[config.mk]
export PLATFORM = sky130hd
export DESIGN_NAME = vsync_cond
export DESIGN_NICKNAME = d
export VERILOG_FILES = /design/src/rtl/vsync_cond_pkg.sv /design/src/rtl/vsync_src_pol.sv /design/src/rtl/vsync_line_filter.sv /design/src/rtl/vsync_width_shaper.sv /design/src/rtl/vsync_cond.sv
export SDC_FILE = /design/constraint.sdc
export NUM_CORES = 1
export LEC_CHECK = 0
export BUFFER_PORTS_ARGS = -buffer_cell sky130_fd_sc_hd__buf_2
export CORE_MARGIN = 1
export CORE_UTILIZATION = 35
export CTS_BUF_LIST = sky130_fd_sc_hd__clkbuf_8
export DETAILED_ROUTE_END_ITERATION = 7
export SYNTH_ARGS = -nofsm -noshare
export SYNTH_HDL_FRONTEND = slang
export SYNTH_SLANG_ARGS = --single-unit
[constraint.sdc]
create_clock -name clk_i -period 3.8 [get_ports clk_i]
set_input_delay 0.19 -clock clk_i [delete_from_list [all_inputs] [get_ports clk_i]]
set_output_delay 0.19 -clock clk_i [all_outputs]
set_load 0.01 [all_outputs]
[src/rtl/vsync_cond_pkg.sv]
package vsync_cond_pkg;
  typedef enum logic {POL_LOW = 1'b0, POL_HIGH = 1'b1} pol_e;

  typedef struct packed {
    logic src_en;
    logic src_sel;
    logic pol_ovr;
    logic pol_in;
    logic filt_en;
    logic dur_en;
  } vs_ctrl_t;
endpackage

[src/rtl/vsync_src_pol.sv]
module vsync_src_pol
  import vsync_cond_pkg::*;
#(
  parameter int CNT_W = 12
) (
  input  logic     clk_i,
  input  logic     rst_ni,
  input  logic     pin_i,
  input  logic     sep_i,
  input  vs_ctrl_t ctrl_i,
  output logic     active_o
);
  localparam logic [CNT_W-1:0] CNT_MAX = '1;

  logic             raw_q, raw_d;
  logic             lvl_edge;
  logic [CNT_W-1:0] run_q, hi_len_q, lo_len_q, hi_nxt, lo_nxt;
  logic             hi_v_q, lo_v_q, hi_vn, lo_vn;
  pol_e             det_q;
  logic             act_high;

  always_ff @(posedge clk_i or negedge rst_ni) begin
    if (!rst_ni) begin
      raw_q <= 1'b0;
      raw_d <= 1'b0;
    end else begin
      raw_q <= (ctrl_i.src_en && ctrl_i.src_sel) ? sep_i : pin_i;
      raw_d <= raw_q;
    end
  end

  assign lvl_edge = raw_q ^ raw_d;

  // run that just ended had level raw_d
  always_comb begin
    hi_nxt = hi_len_q;
    lo_nxt = lo_len_q;
    hi_vn  = hi_v_q;
    lo_vn  = lo_v_q;
    if (lvl_edge) begin
      if (raw_d) begin
        hi_nxt = run_q;
        hi_vn  = 1'b1;
      end else begin
        lo_nxt = run_q;
        lo_vn  = 1'b1;
      end
    end
  end

  always_ff @(posedge clk_i or negedge rst_ni) begin
    if (!rst_ni) begin
      run_q    <= '0;
      hi_len_q <= '0;
      lo_len_q <= '0;
      hi_v_q   <= 1'b0;
      lo_v_q   <= 1'b0;
      det_q    <= POL_HIGH;
    end else begin
      if (lvl_edge)             run_q <= CNT_W'(1);
      else if (run_q != CNT_MAX) run_q <= run_q + CNT_W'(1);
      hi_len_q <= hi_nxt;
      lo_len_q <= lo_nxt;
      hi_v_q   <= hi_vn;
      lo_v_q   <= lo_vn;
      if (lvl_edge && hi_vn && lo_vn) begin
        if (hi_nxt < lo_nxt)      det_q <= POL_HIGH;
        else if (lo_nxt < hi_nxt) det_q <= POL_LOW;
      end
    end
  end

  assign act_high = ctrl_i.pol_ovr ? ctrl_i.pol_in : (det_q == POL_HIGH);
  assign active_o = act_high ? raw_q : ~raw_q;

  // detected polarity only moves on a level change of the source
  a_r3_det_on_edge: assert property (@(posedge clk_i) disable iff (!rst_ni)
    !lvl_edge |=> $stable(det_q));
endmodule

[src/rtl/vsync_line_filter.sv]
module vsync_line_filter (
  input  logic clk_i,
  input  logic rst_ni,
  input  logic hsync_i,
  input  logic active_i,
  input  logic filt_en_i,
  output logic hs_rise_o,
  output logic filt_o
);
  logic hs_q, hs_d, filt_q;

  always_ff @(posedge clk_i or negedge rst_ni) begin
    if (!rst_ni) begin
      hs_q   <= 1'b0;
      hs_d   <= 1'b0;
      filt_q <= 1'b0;
    end else begin
      hs_q <= hsync_i;
      hs_d <= hs_q;
      if (hs_rise_o) filt_q <= active_i;
    end
  end

  assign hs_rise_o = hs_q & ~hs_d;
  assign filt_o    = filt_en_i ? filt_q : active_i;

  // line-aligned level changes only at hsync leading edges
  a_r6_filt_hold: assert property (@(posedge clk_i) disable iff (!rst_ni)
    !hs_rise_o |=> $stable(filt_q));
endmodule

[src/rtl/vsync_width_shaper.sv]
module vsync_width_shaper #(
  parameter int DUR_W = 8
) (
  input  logic             clk_i,
  input  logic             rst_ni,
  input  logic             hs_rise_i,
  input  logic             f_i,
  input  logic             dur_en_i,
  input  logic [DUR_W-1:0] dur_i,
  output logic             act_o
);
  logic             f_prev, f_rise, act_q;
  logic [DUR_W-1:0] cnt_q, n_lines;

  assign f_rise  = f_i & ~f_prev;
  assign n_lines = (dur_i == '0) ? DUR_W'(1) : dur_i;

  always_ff @(posedge clk_i or negedge rst_ni) begin
    if (!rst_ni) begin
      f_prev <= 1'b0;
      act_q  <= 1'b0;
      cnt_q  <= '0;
    end else begin
      f_prev <= f_i;
      if (!dur_en_i) begin
        act_q <= 1'b0;
        cnt_q <= '0;
      end else if (!act_q && f_rise) begin
        act_q <= 1'b1;
        cnt_q <= n_lines;
      end else if (act_q && hs_rise_i) begin
        if (cnt_q == DUR_W'(1)) begin
          act_q <= 1'b0;
          cnt_q <= '0;
        end else begin
          cnt_q <= cnt_q - DUR_W'(1);
        end
      end
    end
  end

  // start cycle is covered by f_rise so width is whole lines
  assign act_o = dur_en_i ? (act_q | f_rise) : f_i;

  // active pulse always has lines left to count
  a_r7_cnt_live: assert property (@(posedge clk_i) disable iff (!rst_ni)
    act_q |-> (cnt_q != '0));
  // pulse cannot end between hsync edges
  a_r7_hold: assert property (@(posedge clk_i) disable iff (!rst_ni)
    (act_q && dur_en_i && !hs_rise_i) |=> act_q);
  // a new source pulse does not reload the count
  a_r9_no_retrig: assert property (@(posedge clk_i) disable iff (!rst_ni)
    (act_q && dur_en_i && !hs_rise_i) |=> $stable(cnt_q));
endmodule

[src/rtl/vsync_cond.sv]
module vsync_cond
  import vsync_cond_pkg::*;
#(
  parameter int DUR_W = 8,
  parameter int CNT_W = 12
) (
  input  logic             clk_i,
  input  logic             rst_ni,
  input  logic             hsync_i,
  input  logic             vsync_pin_i,
  input  logic             vsync_sep_i,
  input  logic             src_en_i,
  input  logic             src_sel_i,
  input  logic             pol_ovr_i,
  input  logic             pol_in_i,
  input  logic             pol_out_i,
  input  logic             filt_en_i,
  input  logic             dur_en_i,
  input  logic [DUR_W-1:0] dur_i,
  output logic             vsync_o
);
  vs_ctrl_t ctrl;
  logic     active, hs_rise, filt, shaped, vs_q;

  assign ctrl = '{src_en: src_en_i, src_sel: src_sel_i, pol_ovr: pol_ovr_i,
                  pol_in: pol_in_i, filt_en: filt_en_i, dur_en: dur_en_i};

  vsync_src_pol #(.CNT_W(CNT_W)) u_src_pol (
    .clk_i    (clk_i),
    .rst_ni   (rst_ni),
    .pin_i    (vsync_pin_i),
    .sep_i    (vsync_sep_i),
    .ctrl_i   (ctrl),
    .active_o (active)
  );

  vsync_line_filter u_filter (
    .clk_i     (clk_i),
    .rst_ni    (rst_ni),
    .hsync_i   (hsync_i),
    .active_i  (active),
    .filt_en_i (ctrl.filt_en),
    .hs_rise_o (hs_rise),
    .filt_o    (filt)
  );

  vsync_width_shaper #(.DUR_W(DUR_W)) u_shaper (
    .clk_i     (clk_i),
    .rst_ni    (rst_ni),
    .hs_rise_i (hs_rise),
    .f_i       (filt),
    .dur_en_i  (ctrl.dur_en),
    .dur_i     (dur_i),
    .act_o     (shaped)
  );

  always_ff @(posedge clk_i or negedge rst_ni) begin
    if (!rst_ni) vs_q <= 1'b0;
    else         vs_q <= pol_out_i ? shaped : ~shaped;
  end

  assign vsync_o = vs_q;

  // with output polarity fixed, output follows the shaped level
  a_r4_out_pol: assert property (@(posedge clk_i) disable iff (!rst_ni)
    ($stable(pol_out_i) && $stable(shaped) && $past(rst_ni)) |=> $stable(vs_q));
endmodule

==> results.yml <==
sta:
  rsz0062_at_grt: "false"
  maxSlewViolCount: 0
  setup-violations-final: 0
  hold_viol: 0
  fmax_mhz: 396
  worstMarginPinSlew_ns: 1.01
  post-route-period-util_pct: 66.4
  tns_ns: 0
  relSlewSlack_pct: 32.7
  clock_skew_ns: 0.0116
  fin_crit_ns: 2.52
logic_synthesis:
  synth_ff_type: "dfrtp_1"
  yosysSeqAreaShare_pct: 47.3
  synth_area_um2: 2910
  yosysWarnings: 0
  synth_edf_count: 0
  synth_cell_types: 50
  netlist_instances: 271
  synth_nets: 306
  async_flop_share_pct: 100
  synth_seq_cells: 55
  synth_area_per_cell_um2: 10.7
final_layout:
  drive_above_1_share_pct: 18.2
  nNetsFinal: 325
  final_cells: 393
  synthToLayoutAreaGrowth_pct: 10.6
  fin_util_pct: 40.8
  n_antenna_cell: 0
  fin_area_um2: 3220
route:
  vias: 2030
  met3_length_um: 99
  wl_per_cell_um: 14.4
  wl_met1_um: 2710
  finalWirelength_um: 5670
  first_pass_iters: 4
  drc_errors: 0
  highest_layer: "met4"
  drt-vias-per-instance: 5.17
  met2_length_um: 2760
  drtIter0Drc: 38
  antenna_left: 0
worst_setup_path:
  rr_worst_depth: 7
  critPathLaunchType: "register"
  critPathLaunch: "u_src_pol.raw_q"
  endpoint: "u_src_pol.det_q"
  arrival_ns: 2.75
  timing.rr.start: "u_src_pol.raw_q"
  timing.rr.end: "u_src_pol.det_q"
  cp_max_fo: 16
  path_class: "register to register"
  endpoint_kind: "register"
  required_ns: 4.03
  r2r_slack_ns: 1.28
pwr:
  power.total_w: 0.00150
  p_per_area_nw_per_um2: 465
  p_leak_nw: 1.56
  vdd_drop_max_mv: 0.223
placement:
  gp_congestion: 0.766
  dp_cells: 383
  place_area_um2: 3080
  dp_hpwl_um: 4160
  portBuffers: 20
status:
  outcome: "finished, final reports clean"
clock_tree:
  cts_sinks: 55
  cts_buffers: 5
  clk_latency_ns: 0.31
  clk_pin_slew_ns: 0.10
  clk_path_buf_depth: 2
  root_buffer: "clkbuf_8"
  cts_tree: "done"
  post_cts_buffers: 0
  cts_max_level: 2
global_route:
  track_usage_pct: 14.4
  gr-total-overflow: 0
  grt_pass1_wl_um: 9670
  grt_max_degree: 40
  grt_pass1_vias: 2046
  antenna_found_initial: 0
die:
  die-area_um2: 8690
  initial_core_util_pct: 36.9
  rows: 32
  coreArea_um2: 7890
  die_w_um: 93.2
  num_io_pins: 21
  die_height_um: 93.2
hold_path:
  hold_path.class: "input pin to register"
run:
  cap_violations: 0
## metal layers
layer	GRT usage, %	up-vias
li1	-	1016
met1	18.0	987
met2	24.8	19
met3	2.52	8
met4	5.00	0
met5	0	-
## Yosys cell counts, types with 2 or more instances
cell	instances	share of area, %
and3_1	3	0.64
mux2_2	14	5.4
or4_1	3	0.77
nand3_1	8	1.4
o31ai_1	6	1.5
a31oi_1	2	0.43
a21o_1	2	0.52
clkbuf_1	8	1.0
nor2b_1	5	1.1
nand2b_1	4	0.86
and2_1	2	0.43
o41ai_1	2	0.60
dfrtp_1	54	46
xnor2_1	3	0.90
xor2_1	5	1.5
ha_1	15	6.4
nor3_1	5	0.86
o311ai_0	3	0.90
or3_1	3	0.64
mux2i_1	18	6.2
or2_2	2	0.43
nand2_1	13	1.7
o21ai_0	6	1.0
nor2_1	16	2.1
clkbuf_8	2	0.95
inv_1	19	2.4
nand4_1	5	1.1
a21oi_1	15	2.6
nor4_1	4	0.86
a211oi_1	3	0.77
o21a_1	2	0.52
## layout make-up
class                      count  area [um^2]
clock buffer                   6         82.6
clock inverter                 2         38.8
fill                         769         4670
inverter                      19         71.3
multi-input combinational    185         1390
sequential                    55         1380
tap                          102          128
timing repair buffer          24          135
## report_power, final
part | internal (W) | total [W] | leakage [nW] | switching, W
logic | 0.000161 | 0.000356 | 0.784 | 0.000196
clock network | 0.000217 | 0.000406 | 0.0618 | 0.000189
registers | 0.000666 | 0.000734 | 0.718 | 0.0000680
total | 0.00104 | 0.00150 | 1.56 | 0.000453
## per-stage QoR
stage / setup slack (ns) / hold WS [ns]
finish: 1.28 / 0.0591
global route: 1.16 / 0.0541
CTS: 1.25 / 0.0436
detailed placement: 1.28 / 0.136
global placement: 1.38 / 0.129
floorplan: 1.31 / -0.106
## sequential cells by signal, indices dropped and copies added, names as in the netlist
register            cells
u_src_pol.hi_len_q     12
u_src_pol.raw_d         1
u_filter.hs_d           1
u_shaper.cnt_q          8
u_filter.hs_q           1
u_src_pol.hi_v_q        1
u_src_pol.raw_q         1
vsync_o                 1
u_src_pol.lo_len_q     12
u_src_pol.lo_v_q        1
u_src_pol.run_q        12
u_shaper.act_q          1
u_shaper.f_prev         1
u_src_pol.det_q         1
u_filter.filt_q         1
## worst max-delay path, stage by stage, from the launching register on
cell,delay [ns]
dfrtp_1,0.47
nand2b_1,0.64
mux2i_1,0.33
ha_1,0.30
a21oi_1,0.16
nand2_1,0.06
a211o_1,0.28
o31ai_1,0.19
## worst min-delay path by stage
stage | start | to | slack (ns) | cells past startpoint
2_1_floorplan | rst_ni | u_filter.filt_q | -0.11 | 0
3_3_place_gp | rst_ni | u_src_pol.run_q[2] | 0.13 | 1
3_5_place_dp | rst_ni | u_src_pol.run_q[2] | 0.14 | 1
4_1_cts | pol_out_i | vsync_o | 0.04 | 2
5_1_grt | pol_out_i | vsync_o | 0.05 | 2
6_report | pol_out_i | vsync_o | 0.06 | 2
## kinds of logic after synthesis
group | Yosys count | share of synthesized area (%)
buf+inv | 31 | 5.07
fa+ha+maj | 15 | 6.45
mux | 32 | 11.6
simple gates | 81 | 15.7
compound gates | 49 | 11.4
xor+xnor | 8 | 2.41
flops | 55 | 47.3
## cells in the final DEF, fill, tap and decap left out, types with 3 or more instances in the layout
master | synthesis | layout
a211oi_1 | 3 | 3
a21oi_1 | 15 | 15
and3_1 | 3 | 3
buf_2 | 0 | 20
clkbuf_8 | 2 | 6
dfrtp_1 | 54 | 54
ha_1 | 15 | 15
inv_1 | 19 | 19
mux2_2 | 14 | 14
mux2i_1 | 18 | 18
nand2_1 | 13 | 13
nand2b_1 | 4 | 4
nand3_1 | 8 | 8
nand4_1 | 5 | 5
nor2_1 | 16 | 16
nor2b_1 | 5 | 5
nor3_1 | 5 | 5
nor4_1 | 4 | 4
o21ai_0 | 6 | 6
o311ai_0 | 3 | 3
o31ai_1 | 6 | 6
or3_1 | 3 | 3
or4_1 | 3 | 3
xnor2_1 | 3 | 3
xor2_1 | 5 | 5
## timing repair
action / CTS / global route
hold endpoints to repair: 17 / 0
hold buffers: 2 / 0
resized for setup: 0 / 0
(Power assumes the default switching activity.)
